[src/rtl/pci_parity_gen.sv]
module pci_parity_gen #(
  parameter int LANE_W = 32,
  parameter int BE_W   = 4
) (
  input  logic                clk,
  input  logic                rst_n,
  input  logic [2*LANE_W-1:0] ad_in,
  input  logic [2*BE_W-1:0]   cbe_n_in,
  input  logic                frame_n,
  input  logic                irdy_n,
  input  logic                trdy_n,
  input  logic                is_master,
  input  logic                is_write,
  input  logic                wide_mode,
  input  logic                par_in,
  input  logic                par64_in,
  output logic                par_out,
  output logic                par_out_en,
  output logic                par64_out,
  output logic                par64_out_en,
  output logic                par_err,
  output logic                par64_err
);

  localparam int AD_W = 2 * LANE_W;
  localparam int CB_W = 2 * BE_W;

  logic busy_q;
  logic lo_q, hi_q;
  logic drv_q, drv64_q;
  logic chk_q, chk64_q;
  logic err_q, err64_q;

  wire lo_par   = ^{ad_in[LANE_W-1:0], cbe_n_in[BE_W-1:0]};
  wire hi_par   = ^{ad_in[AD_W-1:LANE_W], cbe_n_in[CB_W-1:BE_W]};

  wire addr_ph  = !frame_n && !busy_q;
  wire from_ini = addr_ph || (busy_q && is_write && !irdy_n);
  wire from_tgt = busy_q && !is_write && !trdy_n;
  wire own_src  = is_master ? from_ini : from_tgt;
  wire peer_src = is_master ? from_tgt : from_ini;
  wire busy_d   = !frame_n || (!irdy_n && trdy_n);

  always_ff @(posedge clk) begin
    if (!rst_n) begin
      busy_q  <= 1'b0;
      lo_q    <= 1'b0;
      hi_q    <= 1'b0;
      drv_q   <= 1'b0;
      drv64_q <= 1'b0;
      chk_q   <= 1'b0;
      chk64_q <= 1'b0;
      err_q   <= 1'b0;
      err64_q <= 1'b0;
    end else begin
      busy_q  <= busy_d;
      lo_q    <= lo_par;
      hi_q    <= hi_par;
      drv_q   <= own_src;
      drv64_q <= own_src && wide_mode;
      chk_q   <= peer_src;
      chk64_q <= peer_src && wide_mode;
      err_q   <= chk_q && (par_in != lo_q);
      err64_q <= chk64_q && (par64_in != hi_q);
    end
  end

  assign par_out      = lo_q;
  assign par64_out    = hi_q;
  assign par_out_en   = drv_q;
  assign par64_out_en = drv64_q;
  assign par_err      = err_q;
  assign par64_err    = err64_q;

  assert_lo_even_R1: assert property (@(posedge clk) disable iff (!rst_n)
    par_out_en |-> (par_out == ^{$past(ad_in[LANE_W-1:0]), $past(cbe_n_in[BE_W-1:0])}));

  assert_hi_even_R2: assert property (@(posedge clk) disable iff (!rst_n)
    par64_out_en |-> (par64_out == ^{$past(ad_in[AD_W-1:LANE_W]), $past(cbe_n_in[CB_W-1:BE_W])}));

  assert_tgt_no_write_R5: assert property (@(posedge clk) disable iff (!rst_n)
    (par_out_en && !$past(is_master)) |-> !$past(is_write));

  assert_idle_off_R6: assert property (@(posedge clk) disable iff (!rst_n)
    ($past(frame_n) && $past(irdy_n)) |-> (!par_out_en && !par64_out_en));

  assert_narrow_oe_R7: assert property (@(posedge clk) disable iff (!rst_n)
    !$past(wide_mode) |-> !par64_out_en);

  assert_narrow_err_R7: assert property (@(posedge clk) disable iff (!rst_n)
    !$past(wide_mode, 2) |-> !par64_err);

  assert_err_cause_R8: assert property (@(posedge clk) disable iff (!rst_n)
    par_err |-> ($past(par_in) != $past(par_out)));

  assert_err64_cause_R8: assert property (@(posedge clk) disable iff (!rst_n)
    par64_err |-> ($past(par64_in) != $past(par64_out)));

  assert_no_self_check_R8: assert property (@(posedge clk) disable iff (!rst_n)
    !(drv_q && chk_q));

endmodule

[config.mk]
export PLATFORM = sky130hd
export DESIGN_NAME = pci_parity_gen
export DESIGN_NICKNAME = d
export VERILOG_FILES = /design/src/rtl/pci_parity_gen.sv
export SDC_FILE = /design/constraint.sdc
export NUM_CORES = 1
export LEC_CHECK = 0
export ABC_AREA = 1
export CAP_MARGIN = 5
export CORE_ASPECT_RATIO = 0.75
export CORE_MARGIN = 2
export CORE_UTILIZATION = 39
export DETAILED_ROUTE_END_ITERATION = 16
export GPL_TIMING_DRIVEN = 0
export PLACE_DENSITY = 0.78
export RECOVER_POWER = 50
export SLEW_MARGIN = 20
export SYNTH_ARGS = -nofsm -noshare
export SYNTH_HDL_FRONTEND = slang
export SYNTH_SLANG_ARGS = --single-unit
[constraint.sdc]
create_clock -name clk -period 1.14 [get_ports clk]
set_clock_uncertainty 0.05 [all_clocks]
set_input_delay 0.114 -clock clk [delete_from_list [all_inputs] [get_ports clk]]
set_output_delay 0.114 -clock clk [all_outputs]
set_load 0.01 [all_outputs]
==> results.tsv, run 1 <==
metric	value	unit
status	completed	
CTS clk-pin slew, worst paths	0.04	ns
die height	66.61	µm
Port-buffer cells	87	
CP Max Fanout	2	
total CTS buffers	3	
Clock Tree Buf Depth	2	
post-synthesis cell area	0.002038	mm²
dpl ws	-0.5458	ns
antenna cells	0	
Yosys cell types	15	
Overflow after GRT	0	
routed len/inst	8.785	µm
WHS	0.3422	ns
Layout Nets	651	
YS warnings	0	
Worst path slowest cell	clkdlybuf4s50_1	
setup_tns	0	ns
critical path required time	1.22	ns
Power Dens Cells	639.0	mW/mm²
post-layout minimum cycle time	1.122	ns
Die ar.	0.005826	mm²
WS Path Type	primary input to flop	
DRT antenna net count	0	
WL final	5517	µm
Starting Density	41.14	%
Worst Path Arrival	1.20	ns
1st-iter DRT viols	80	
Post-Layout Cell Count	628	
Max-Cap Viols	0	
setup ws final	0.01822	ns
CTS tree	built	
Sink Count	9	
Lkg Pwr	1.991	nW
global-route wire length before repair	8997	µm
placed cell areas	0.002984	mm²
# IOs	88	
cell area after layout	0.003025	mm²
layout cells sized above 1	35.04	%
max incr delay on CP	0.41	ns
placed cell count	623	
Core Box Area	0.004955	mm²
total number of vias	2878	
Routability Congestion	0.7493	
Die Wd	87.48	µm
Synth Register Bits	9	
most frequent cells in the layout	nand2_1 (269), nand2_2 (73), clkbuf_2 (54)	
crit share post-route	98.40	%
final hold violations	0	
Finish-stage setup viols	0	
worst skew pair latency	0.23	ns
syn nets	558	
syn_area_per_cell	4.282	µm²
CTS Hold Buffers Added	0	
gr usage total	18.72	%
area grow syn2layout	48.43	%
row count	22	
Max-slew headroom	81.41	%
largest net degree at the start of global routing	6	
vias in the first global route	2451	
Seq/Total Area, Yosys	8.840	%
post-layout util	61.06	%
Tightest Pin Transition	0.2769	ns
Crit. End Element	flop	
Max VDD drop	286.2	µV
H-tree depth	1	
CP Cell Sequence	clkdlybuf4s50_1 -> xnor2_1 -> xnor2_2 -> nand3_2 -> nand2_1 -> nor2_1	
post-DR vias/cell	4.583	
TritonRoute pass-1 iters	4	
Post-Synthesis Cells	476	
crit start category	primary input	
Total Power	1.933	mW
residual DRC count	0	
most common cell after layout, fill and taps aside	nand2_1	
Slew Limit Fails	0	
Root Buffer Master	clkbuf_8	
fmax	891.4	MHz
Final HPWL DP	4483	µm
Min-Delay Path Class	primary input to flop	
RSZ-0062 raised after global routing	yes	
antenna violations before repair	0	
## cell usage after synthesis
library cell	count	area share, %
a21oi_1	7	1.7
dfxtp_1	9	8.8
inv_1	64	12
inv_2	13	2.4
nand2_1	340	63
nand2_2	4	1.2
nand3_1	7	1.7
nand3_2	1	0.49
nor2_1	12	2.2
nor2_2	4	1.2
nor3_1	2	0.49
o211ai_1	2	0.74
o21ai_0	1	0.25
or3b_2	1	0.43
xnor2_1	9	3.9
## routing by layer
metal  vias to the layer above  track usage [%]  wire (µm)
met4                         0            7.115         68
met1                      1237            22.75       2471
met5                         -                0          0
met2                        67            33.62       2647
li1                       1568                -          -
met3                         6            2.230        330
## where the power goes
group | switching [mW] | internal, mW
logic | 0.701 | 0.515
clock network | 0.121 | 0.243
registers | 0.0123 | 0.340
total | 0.834 | 1.10
## critical path: cells and delay by family
kind                   cells  cell delay (ns)
XOR/XNOR                   2             0.47
AND/OR/NAND/NOR            3             0.21
buffers and inverters      1             0.41
## registers in the layout (all words and copies together), names as in the netlist
register / cells
par_out: 1
chk64_q: 1
par_out_en: 1
par_err: 1
chk_q: 1
par64_out: 1
par64_err: 1
par64_out_en: 1
busy_q: 1
## path summary, 6_finish.rpt
path / from / to / slack [ns] / cells past startpoint
setup / recovery: ad_in[29] / par_out$_SDFF_PN0_ / 0.02 / 6
hold / removal: is_write / par_out_en$_SDFF_PN0_ / 0.34 / 5
setup reg to reg: busy_q$_SDFF_PN0_ / chk64_q$_SDFF_PN0_ / 0.04 / 4
hold reg to reg: par64_out$_SDFF_PN0_ / par64_err$_SDFF_PN0_ / 0.40 / 1
## what timing repair did
item | in CTS | in global routing
pin swaps | 34 | 101
setup buffers | 0 | 1
resized for setup | 118 | 219
endpoints found under the setup margin | 12 | 6
## cells by family (layout without fill, tap and decap cells)
family | after synthesis | count (layout) | synth area share (%)
AOI/OAI and AO/OA | 10 | 10 | 2.700
xor gates and xnor gates | 9 | 9 | 3.868
buffers and inverters | 77 | 169 | 14.18
DFF | 9 | 9 | 8.840
and+or+nand+nor | 371 | 371 | 70.41
## layout make-up
type	instances	area [µm²]
inverters	77	289.0
flip-flops and latches	9	181.4
clock buffers	4	45.04
repair buffers	88	588.1
multi-input cells	390	1847
fillers	534	1929
well taps	60	75.07
Note: power is estimated with default switching activity, not from simulation.
==> inputs of run 2 (changes only) <==
Settings changed: REMOVE_ABC_BUFFERS set to 1.
==> results of run 2 <==
The final DEF is identical to that of run 1; final timing and power are the same.
==> inputs of run 3 (changes only) <==
Settings changed: CTS_CLUSTER_DIAMETER set to 40.
==> results of run 3 <==
The final DEF is identical to that of run 1; final timing and power are the same.
